### config.mk
export PLATFORM = sky130hd
export DESIGN_NAME = pte_walker
export DESIGN_NICKNAME = d
export VERILOG_FILES = /design/src/rtl/pte_walker.sv
export SDC_FILE = /design/constraint.sdc
export NUM_CORES = 1
export LEC_CHECK = 0
export BUFFER_PORTS_ARGS = -buffer_cell sky130_fd_sc_hd__buf_2
export CORE_UTILIZATION = 52
export DETAILED_ROUTE_END_ITERATION = 6
export GPL_TIMING_DRIVEN = 0
export PLACE_DENSITY_LB_ADDON = 0.05
export SLEW_MARGIN = 10
export SYNTH_ARGS = -nofsm -noshare
export SYNTH_HDL_FRONTEND = slang
export SYNTH_SLANG_ARGS = --single-unit
### constraint.sdc
create_clock -name clk -period 2.42 [get_ports clk]
set_input_delay 0.121 -clock clk [delete_from_list [all_inputs] [get_ports clk]]
set_output_delay 0.121 -clock clk [all_outputs]
set_load 0.05 [all_outputs]
### src/rtl/pte_walker.sv
module pte_walker #(
  parameter int ENTRIES = 8
) (
  input  logic        clk,
  input  logic        rst_n,
  input  logic        req_valid,
  output logic        req_ready,
  input  logic [23:0] req_vsid,
  input  logic [15:0] req_page,
  input  logic [31:0] req_sdr,
  output logic        rd_valid,
  input  logic        rd_ready,
  output logic [31:0] rd_addr,
  input  logic        rd_rsp_valid,
  input  logic [31:0] rd_rsp_data,
  output logic        done,
  output logic        fault,
  output logic [19:0] out_rpn,
  output logic [1:0]  out_prot,
  output logic [23:0] out_vsid,
  output logic [15:0] out_page
);
  localparam int IDX_W   = $clog2(ENTRIES);
  localparam int GRP_SH  = IDX_W + 3;
  localparam int HASH_W  = 19;
  localparam logic [31:0] FIXED_MASK = (32'h1 << 16) - (32'h1 << GRP_SH);

  typedef enum logic [1:0] {S_IDLE, S_ISSUE, S_WAIT} state_t;
  state_t state;

  logic [23:0]       vsid_q;
  logic [15:0]       page_q;
  logic [31:0]       sdr_q;
  logic [HASH_W-1:0] hash_q;
  logic              pass_q;
  logic [IDX_W-1:0]  idx_q;
  logic              half_q;
  logic [31:0]       w0_q;

  wire [HASH_W-1:0] hash_in = req_vsid[HASH_W-1:0] ^ {{(HASH_W-16){1'b0}}, req_page};
  wire [31:0] origin = {sdr_q[31:16], 16'h0};
  wire [31:0] mask   = (32'(sdr_q[8:0]) << 16) | FIXED_MASK;
  wire [31:0] group  = origin | ((32'(hash_q) << GRP_SH) & mask);

  wire hit = w0_q[31] && (w0_q[6] == pass_q) && (w0_q[30:7] == vsid_q)
             && (w0_q[5:0] == page_q[15:10]);
  wire last_idx = (idx_q == IDX_W'(ENTRIES - 1));

  assign req_ready = (state == S_IDLE);
  assign rd_valid  = (state == S_ISSUE);
  assign rd_addr   = group | 32'({idx_q, half_q, 2'b00});

  always_ff @(posedge clk) begin
    if (!rst_n) begin
      state  <= S_IDLE;
      done   <= 1'b0;
      fault  <= 1'b0;
      pass_q <= 1'b0;
      idx_q  <= '0;
      half_q <= 1'b0;
      vsid_q <= '0;
      page_q <= '0;
      sdr_q  <= '0;
      hash_q <= '0;
      w0_q   <= '0;
      out_rpn  <= '0;
      out_prot <= '0;
      out_vsid <= '0;
      out_page <= '0;
    end else begin
      done  <= 1'b0;
      fault <= 1'b0;
      case (state)
        S_IDLE: if (req_valid) begin
          vsid_q <= req_vsid;
          page_q <= req_page;
          sdr_q  <= req_sdr;
          hash_q <= hash_in;
          pass_q <= 1'b0;
          idx_q  <= '0;
          half_q <= 1'b0;
          state  <= S_ISSUE;
        end
        S_ISSUE: if (rd_ready) state <= S_WAIT;
        S_WAIT: if (rd_rsp_valid) begin
          if (!half_q) begin
            w0_q   <= rd_rsp_data;
            half_q <= 1'b1;
            state  <= S_ISSUE;
          end else if (hit) begin
            out_rpn  <= rd_rsp_data[31:12];
            out_prot <= rd_rsp_data[1:0];
            out_vsid <= vsid_q;
            out_page <= page_q;
            done     <= 1'b1;
            state    <= S_IDLE;
          end else if (!last_idx) begin
            idx_q  <= idx_q + 1'b1;
            half_q <= 1'b0;
            state  <= S_ISSUE;
          end else if (!pass_q) begin
            pass_q <= 1'b1;
            hash_q <= ~hash_q;
            idx_q  <= '0;
            half_q <= 1'b0;
            state  <= S_ISSUE;
          end else begin
            fault <= 1'b1;
            state <= S_IDLE;
          end
        end
        default: state <= S_IDLE;
      endcase
    end
  end
endmodule

Word-level counts from Yosys, hierarchy flattened. Index checks and enable logic that the tools add are counted.

Memories: 0. Word-level logic and storage cells: 89. Bits of input ports: 109. Memory bits (read-only): 0. Register bits: 194. RAM bits: 0. Bits in latches: 0.

Add/sub/neg operators: 1. Div/mod/pow operators: 0. Multipliers: 0. Equality and inequality tests: 14. Magnitude comparators: 0. Bitwise gates (word level): 9. Multiplexer cells: 35. Reduce and logical (&&, ||, !) cells: 15. Shift operators: 0.

Operators by type and width (number): $mux W19 (6); $pmux W19 S2 (1); $or A32 B25 Y32 (1); $or A32 B6 Y32 (1); $and A25 B25 Y25 (1); $eq A24 B24 Y1 (1); $not A19 Y19 (1); $xor A19 B16 Y19 (1); $mux W3 (6); $mux W1 (15); $ne A2 B2 Y1 const B (6); $reduce_and A6 Y1 (2); $reduce_and A3 Y1 (3); $reduce_and A4 Y1 (2); $reduce_and A7 Y1 (1); $eq A6 B6 Y1 (1); $mux W2 (3); $pmux W2 S3 (1); $pmux W3 S2 (1); $reduce_or A5 Y1 (1); $not A1 Y1 (4); $pmux W1 S2 (2); $add A3 B1 Y3 const B (1); $eq A3 B3 Y1 const B (1); other kinds (9) (11).

Logic depth before layout (Yosys ltp). Gate-level depths: netlist (run 1).

Word-level depth: 8. Gate-level depth with buffers: 9. Depth with buffers taken out: 6.

Worst setup path before layout (run 1). No wires, ideal clock.

Kind: register to register. Start point: register idx_q[0]. End point: register hash_q[6]. Stages on the path, launching flop included: 8. Library setup time: 75 ps. Arrival: 1940 ps. Path slack: 405 ps. Clock period less this slack: 2015 ps. Path buffers: 1. Cells stage by stage: dfxtp_1 ha_1 ha_1 nand3b_1 a21oi_1 o21ai_4 buf_6 o22ai_1.

Cells in the longest elaborated chain, start to end: 3.

Ends and longest elaborated chain: start: declaration (RTL line 36) `logic [IDX_W-1:0] idx_q;`; start signal: assignment (RTL line 98) `idx_q <= idx_q + 1'b1;`; $eq A3 B3 Y1 (RTL line 47) `wire last_idx = (idx_q == IDX_W'(ENTRIES - 1));`; $ne A2 B2 Y1 (no line); $reduce_and A7 Y1 (no line); end signal: assignment (RTL line 78) `hash_q <= hash_in;`; end signal: assignment (RTL line 103) `hash_q <= ~hash_q;`; end: declaration (RTL line 34) `logic [HASH_W-1:0] hash_q;`.

No other way between the ends. A chain may end at the register's enable or synchronous reset.

Worst setup path in the final report (run 1).
Start point: register vsid_q[17]. End point: register hash_q[15].

Cells in the longest elaborated chain, start to end: 5.

Ends and longest elaborated chain: start: declaration (RTL line 31) `logic [23:0] vsid_q;`; start signal: assignment (RTL line 75) `vsid_q <= req_vsid;`; $eq A24 B24 Y1 (RTL line 45) `wire hit = w0_q[31] && (w0_q[6] == pass_q) && (w0_q[30:7] == vsid_q)`; $logic_and A1 B1 Y1 (RTL line 45); $logic_and A1 B1 Y1 (RTL line 46) `&& (w0_q[5:0] == page_q[15:10]);`; $ne A2 B2 Y1 (no line); $reduce_and A7 Y1 (no line).

No other way between the ends.

==> summary.md, run 1 <==
| Metric | Value |
|---|---|
| CTS max path bufs | 2 |
| Mapped Avg Cell Area | 8.72 um^2 |
| Tightest Pin Transition | 0.664 ns |
| I/O Pins | 207 |
| Final net count | 1301 |
| TritonCTS clock tree | yes |
| Fin crit period | 2.27 ns |
| Via-per-instance ratio | 5.36 |
| DR vias | 7410 |
| Finished Layout Cells | 1383 |
| GPL Wtd Cong | 0.922 |
| Register area share after synthesis | 0.489 |
| Gr ovfl total | 0 |
| Critical Path End Type | flop |
| Clock sinks | 187 |
| Fin. Hold Viols | 0 |
| Cells after Synth | 878 |
| Maximum VDD drop | 0.641 mV |
| Fill cells | 1112 |
| Core Region | 14100 um^2 |
| Detailed-placement wirelength estimate | 16400 um |
| Fin Setup TNS | 0 ns |
| Fraction of layout cells with a size suffix above 1 | 0.229 |
| Area Growth Syn to Fin | 36.5% |
| Status | finished, final reports clean |
| First-pass GRT wire length | 35600 um |
| Clock root cell | clkbuf_16 |
| Starting DRT DRC Count | 664 |
| WL final | 23700 um |
| Final Max Slew Viols | 0 |
| Worst-skew pair later-pin latency | 0.44 ns |
| Pwr per Cell Area | 697 nW/um^2 |
| Setup CP Type | reg2reg |
| Initial antenna violation count | 0 |
| Initial core utilization | 0.543 |
| Multi-input combinational cell area | 3470 um^2 |
| Die Area | 15200 um^2 |
| Reg area | 3740 um^2 |
| Antenna Nets Post-Route | 0 |
| Max-slew headroom | 0.557 |
| Async set or reset register ratio after synthesis | 0 |
| Synth area leaders | dfxtp_1 (49%), nand2_1 (9.8%), mux2i_1 (8.2%), a21oi_1 (6.5%), nor2_1 (4.0%) |
| Height of the die | 123 um |
| CTS H-tree lvls | 4 |
| CTS Buf Count | 17 |
| FMAX | 441 MHz |
| 1st-pass router iterations | 5 |
| Share of the synthesized area in the top cell type | 0.489 |
| Netlist cell types | 44 |
| Synthesis Warnings | 0 |
| Postcts setup bufs | 0 |
| Placed cells | 1256 |
| Startpoint type of the worst setup path | flop |
| Crit path required time | 2.74 ns |
| Number of global-route vias before repair | 6908 |
| Crit share post-route | 0.937 |
| Final setup vio count | 0 |
| Clk slew on worst S/H paths | 0.07 ns |
| IO Port Bufs | 197 |
| Leak | 4.89 nW |
| Largest net degree at the start of global routing | 18 |
| Number of flops mapped to enable cells by yosys | 0 |
| RSZ-0062 raised after global routing | no |
| Drc violations | 0 |
| Die W | 123 um |
| Synth area leader | dfxtp_1 |
| Drt wl/cell | 17.1 um |
| Row cnt | 43 |
| Critical Path AT | 2.58 ns |
| Pwr Total | 7.28 mW |
| Total of max-cap violations | 0 |
| Netlist Area Pre-Place | 7650 um^2 |
| Worst Path Max Fanout | 10 |
| Fin Clk Skew | 0.00882 ns |
| Hold crit path type | in2reg |
| Global-route usage over all layers | 0.312 |
| Dominant synthesized flop cell | dfxtp_1 |
| ANT cells | 0 |
| Seq cells post-synth | 187 |
-- synthesized netlist by cell type (8+ instances only) --
| master | n |
|---|---|
| nand2_1 | 200 |
| dfxtp_1 | 187 |
| a21oi_1 | 99 |
| nor2_1 | 81 |
| mux2i_1 | 63 |
| clkbuf_1 | 39 |
| xnor2_1 | 33 |
| buf_4 | 23 |
| o22ai_1 | 16 |
| or3_1 | 14 |
| xor2_1 | 14 |
| nand4_1 | 13 |
| o311ai_0 | 10 |
| a21o_1 | 9 |
| buf_2 | 8 |
-- path summary, 6_finish.rpt --
kind | endpoint | from | slack (ns) | depth (start not counted)
worst max-delay path | hash_q[15] | vsid_q[17] | 0.15 | 7
worst min-delay path | vsid_q[6] | req_vsid[6] | 0.01 | 3
worst max register to register | hash_q[15] | vsid_q[17] | 0.15 | 7
worst min register to register | sdr_q[20] | sdr_q[20] | 0.46 | 2
-- metrics by stage --
step	setup slack [ns]	hold slack (ns)	area [um^2]	util
floorplan	0.405	0.257	7660	-
global placement	-0.0468	0.363	8870	0.629
detailed placement	-0.0803	0.366	8870	0.629
CTS	0.127	0.00970	10400	0.741
global route	0.0489	0.00147	10400	0.741
finish	0.153	0.0125	10400	0.741
-- flip-flops by register name, indices dropped and copies added, names as in the netlist, 2 cells and up --
register  count
out_vsid     24
out_prot      2
hash_q       19
sdr_q        25
vsid_q       24
page_q       16
w0_q         32
state         2
out_rpn      20
idx_q         3
out_page     16
-- timing repair --
action                                  in CTS  in global routing
endpoints found under the setup margin      10                 10
hold buffers                                95                  0
cloned                                       0                  0
resized for setup                            1                  1
hold endpoints to repair                   115                  0
-- layout by cell type, fill, tap and decap left out, types with 4 or more instances in the layout --
master and instances:
dfxtp_1 187, o311ai_0 10, a21o_1 9, a21oi_1 98
nand4_1 13, xnor2_1 33, buf_2 205, nand3_1 4
mux2i_1 63, dlygate4sd3_1 95, clkbuf_16 17, and2_1 5
clkbuf_1 39, a31oi_1 5, buf_6 7, clkinvlp_4 5
nor2_1 81, or3_1 14, xor2_1 14, o22ai_1 16
nand2_1 200, nand3b_1 6, o311ai_1 4, buf_4 23
-- kinds of logic (layout without fill, tap and decap cells) --
kind of cell / Yosys count / count (layout) / synth area share
flops: 187 / 187 / 0.489
buf+inv: 80 / 404 / 0.0587
xor+xnor: 47 / 47 / 0.0538
mux: 63 / 63 / 0.0824
compound gates: 157 / 157 / 0.123
other cells: 1 / 2 / 0.000490
simple gates: 341 / 341 / 0.189
fa+ha+maj: 2 / 2 / 0.00327
-- critical path, stage by stage (launching register included) --
cell	delay [ns]
dfxtp_1	0.35
xnor2_1	0.31
nand4_1	0.17
nor4_2	0.53
a21oi_2	0.23
o21ai_4	0.30
buf_6	0.19
o22ai_1	0.07
-- power by group --
part / total (mW) / internal (mW) / switching, mW
sequential: 3.31 / 3.20 / 0.111
combinational: 1.04 / 0.420 / 0.617
clock: 2.93 / 1.65 / 1.29
-- per-layer routing --
layer / global-route usage / routed length (um) / up-vias
met5: 0 / 0 / -
met2: 0.514 / 11200 / 308
met4: 0.0791 / 297 / 0
met1: 0.421 / 10600 / 3503
met3: 0.0590 / 1630 / 32
li1: - / - / 3567
-- final cells by class --
type | instances | share of cell area
well taps | 180 | 0.0216
repair buffers | 292 | 0.185
clock buffers | 17 | 0.0407
clock inverters | 15 | 0.0182
inverters | 2 | 0.000719
plain buffers | 78 | 0.0423
flip-flops and latches | 187 | 0.358
multi-input cells | 612 | 0.333
Power figures use the tool's default switching activity.
==> run 2: changes to the inputs <==
CORE_UTILIZATION = 47   (was 52)
clock period = 1.9 ns   (was 2.42 ns; I/O delays follow)
==> run 2 against run 1 <==
  * The flow now finishes with violations (negative setup slack)
  * First-iteration DRC count fell by 33%
  * Final area rose by 6.4%
  * Clock-buffer cell count rose by 6
  * Die area rose by 10%
  * Largest cell class is now multi-input combinational cells
==> summary.md, run 2 (synthesis results as in run 1) <==
| Metric | Value |
|---|---|
| Gr ovfl total | 0 (unchanged) |
| Final net count | 1315 (+1.1%) |
| Top Registers | w0_q (32), sdr_q (25) |
| Switching share of power | 0.270 (-0.00645) |
| Failing checks | negative setup slack |
| Detailed-placement wirelength estimate | 16800 um (+2.7%) |
| Multi-input combinational cell area | 3850 um^2 (+11%) |
| Clock sinks | 187 (unchanged) |
| Pwr Total | 9.34 mW (+28%) |
| WL final | 24500 um (+3.2%) |
| Height of the die | 130 um (+5.1%) |
| Starting DRT DRC Count | 445 (-33%) |
| RSZ-0062 raised after global routing | yes |
| Final setup vio count | 80 (+80) |
| CP delay by family, top | simple AND/OR/NAND/NOR gates |
| Initial core utilization | 0.482 (-0.0612) |
| Largest register FFs | 32 (unchanged) |
| CTS max path bufs | 2 (unchanged) |
| Setup CP Type | reg2reg |
| Fill cells | 1322 (+19%) |
| TritonCTS clock tree | yes |
| Tightest Pin Transition | 0.732 ns (+0.0683 ns) |
| Total of max-cap violations | 0 (unchanged) |
| Max-slew headroom | 0.512 (-0.0455) |
| Number of global-route vias before repair | 7009 (+1.5%) |
| Fin. Hold Viols | 0 (unchanged) |
| Clock root cell | clkbuf_16 |
| IO Port Bufs | 197 (unchanged) |
| CTS Buf Count | 17 (unchanged) |
| Largest net degree at the start of global routing | 17 (-1) |
| Global-route usage over all layers | 0.292 (-0.0204) |
| Hold crit path type | in2reg |
| Drt wl/cell | 17.1 um (-0.37%) |
| Most common cell after layout, fill and taps aside | buf_2 |
| Internal Power | 6.82 mW (+30%) |
| Clock power share | 0.390 (-0.013) |
| Worst-skew pair later-pin latency | 0.43 ns (about the same) |
| First-pass GRT wire length | 36800 um (+3.5%) |
| Drc violations | 0 (unchanged) |
| Pwr per Cell Area | 841 nW/um^2 (+21%) |
| Max incr delay on CP | 0.36 ns (-0.17 ns) |
| I/O Pins | 207 (unchanged) |
| Setup WS post-layout | -0.143 ns (-0.295 ns) |
| Combinational power share | 0.156 (+0.014) |
| Critical Path AT | 2.34 ns (-0.24 ns) |
| GPL Wtd Cong | 0.883 (-4.2%) |
| Core Region | 15900 um^2 (+13%) |
| Crit path buf inv count | 2 (+1) |
| Area Growth Syn to Fin | 45.2% |
| Antenna Nets Post-Route | 0 (unchanged) |
| Final Max Slew Viols | 0 (unchanged) |
| Die Area | 16800 um^2 (+10%) |
| Reg area | 3790 um^2 (+1.2%) |
| Row cnt | 46 (+7.0%) |
| Fraction of layout cells with a size suffix above 1 | 0.304 (+0.0754) |
| CTS H-tree lvls | 4 (unchanged) |
| Fin crit period | 2.04 ns (-0.225 ns) |
| Fin Clk Skew | 0.00660 ns (-0.00222 ns) |
| 1st-pass router iterations | 4 (-1) |
| Worst Path Max Fanout | 10 (unchanged) |
| Crit share post-route | 1.08 (+0.138) |
| Hold_ws | 0.0465 ns (+0.0340 ns) |
| Crit path required time | 2.20 ns (-0.54 ns) |
| Leak | 5.11 nW (+4.5%) |
| P_sw | 2.52 mW (+25%) |
| Maximum VDD drop | 0.632 mV (-1.3%) |
| Die W | 130 um (+5.1%) |
| Top reg by flops | w0_q |
| Crit path cell chain | xnor2_2 > nand4_1 > nor4_2 > nand4_1 > buf_8 > buf_12 > mux2i_2 > nor2_1 |
| Clk slew on worst S/H paths | 0.07 ns (about the same) |
| Startpoint type of the worst setup path | flop |
| ANT cells | 0 (unchanged) |
| Sequential Power Share | 0.454 (about the same) |
| Most frequent cells in the layout | buf_2 (204), nand2_1 (200), dfxtp_1 (159), dlygate4sd3_1 (98), a21oi_1 (97) |
| Critical Path End Type | flop |
| Status | complete, but fails checks |
| Initial antenna violation count | 0 (unchanged) |
| FMAX | 490 MHz (+11%) |
| Via-per-instance ratio | 5.16 (-3.8%) |
| Critical Path Slowest Stage Cell | dfxtp_1 |
| DR vias | 7389 (-0.28%) |
| CP dominant cell by count | nand4_1 |
==> run 2: per-stage QoR <==
| stage | util | instance area, um^2 | worst slack, ns | TNS [ns] | cells |
|---|---|---|---|---|---|
| 2_1_floorplan | - | 7660 | 0.0430 | 0 | 879 |
| 3_3_place_gp | 0.561 | 8920 | -0.607 | -33.26 | 1292 |
| 5_1_grt | 0.700 | 11100 | -0.184 | -12.54 | 1433 |
| 6_report | 0.700 | 11100 | -0.143 | -6.53 | 1433 |
| 4_1_cts | 0.684 | 10900 | -0.0522 | -1.76 | 1428 |
| 3_5_place_dp | 0.561 | 8920 | -0.692 | -37.09 | 1292 |
==> run 2: worst reg2reg max path: stages (launching register included) <==
cell	delay [ns]
dfxtp_1	0.36
xnor2_2	0.26
nand4_1	0.16
nor4_2	0.35
nand4_1	0.18
buf_8	0.21
buf_12	0.16
mux2i_2	0.18
nor2_1	0.06
==> run 2: cell type report <==
type / count / area share
tap: 216 / 0.0243
multi-input combinational: 612 / 0.346
inverter: 2 / 0.000676
timing repair buffer: 306 / 0.185
sequential: 187 / 0.341
clock buffer: 23 / 0.0448
clock inverter: 9 / 0.00991
buffer: 78 / 0.0474
==> run 2: path summary, 6_finish.rpt <==
kind | start | to | slack, ns | cells after the start
worst max register to register | vsid_q[14] | out_vsid[19] | -0.14 | 8
worst min register to register | sdr_q[2] | sdr_q[2] | 0.46 | 2
worst max-delay path | vsid_q[14] | out_vsid[19] | -0.14 | 8
worst min-delay path | req_page[3] | page_q[3] | 0.05 | 3
==> run 2: repair_timing <==
item / in CTS / in global routing
pin swaps: 12 / 13
hold buffers: 98 / 0
endpoints found under the hold margin: 120 / 0
setup buffers: 5 / 5
resized for setup: 74 / 60
endpoints found under the setup margin: 169 / 173
cloned: 1 / 0
==> run 2: metal layers <==
metal,track usage,up-vias,share of wire
li1,-,3605,-
met1,0.382,3489,0.45
met2,0.465,253,0.46
met3,0.0640,42,0.064
met4,0.122,0,0.026
met5,0,-,0
==> run 2: power groups by stage <==
stage	Clock (mW)	Combinational, mW	Sequential (mW)
CTS	3.68	1.37	4.23
finish	3.65	1.46	4.24
floorplan	0	0.784	4.25
global route	3.84	1.57	4.25
global placement	0	1.14	4.30
detailed placement	0	1.15	4.30
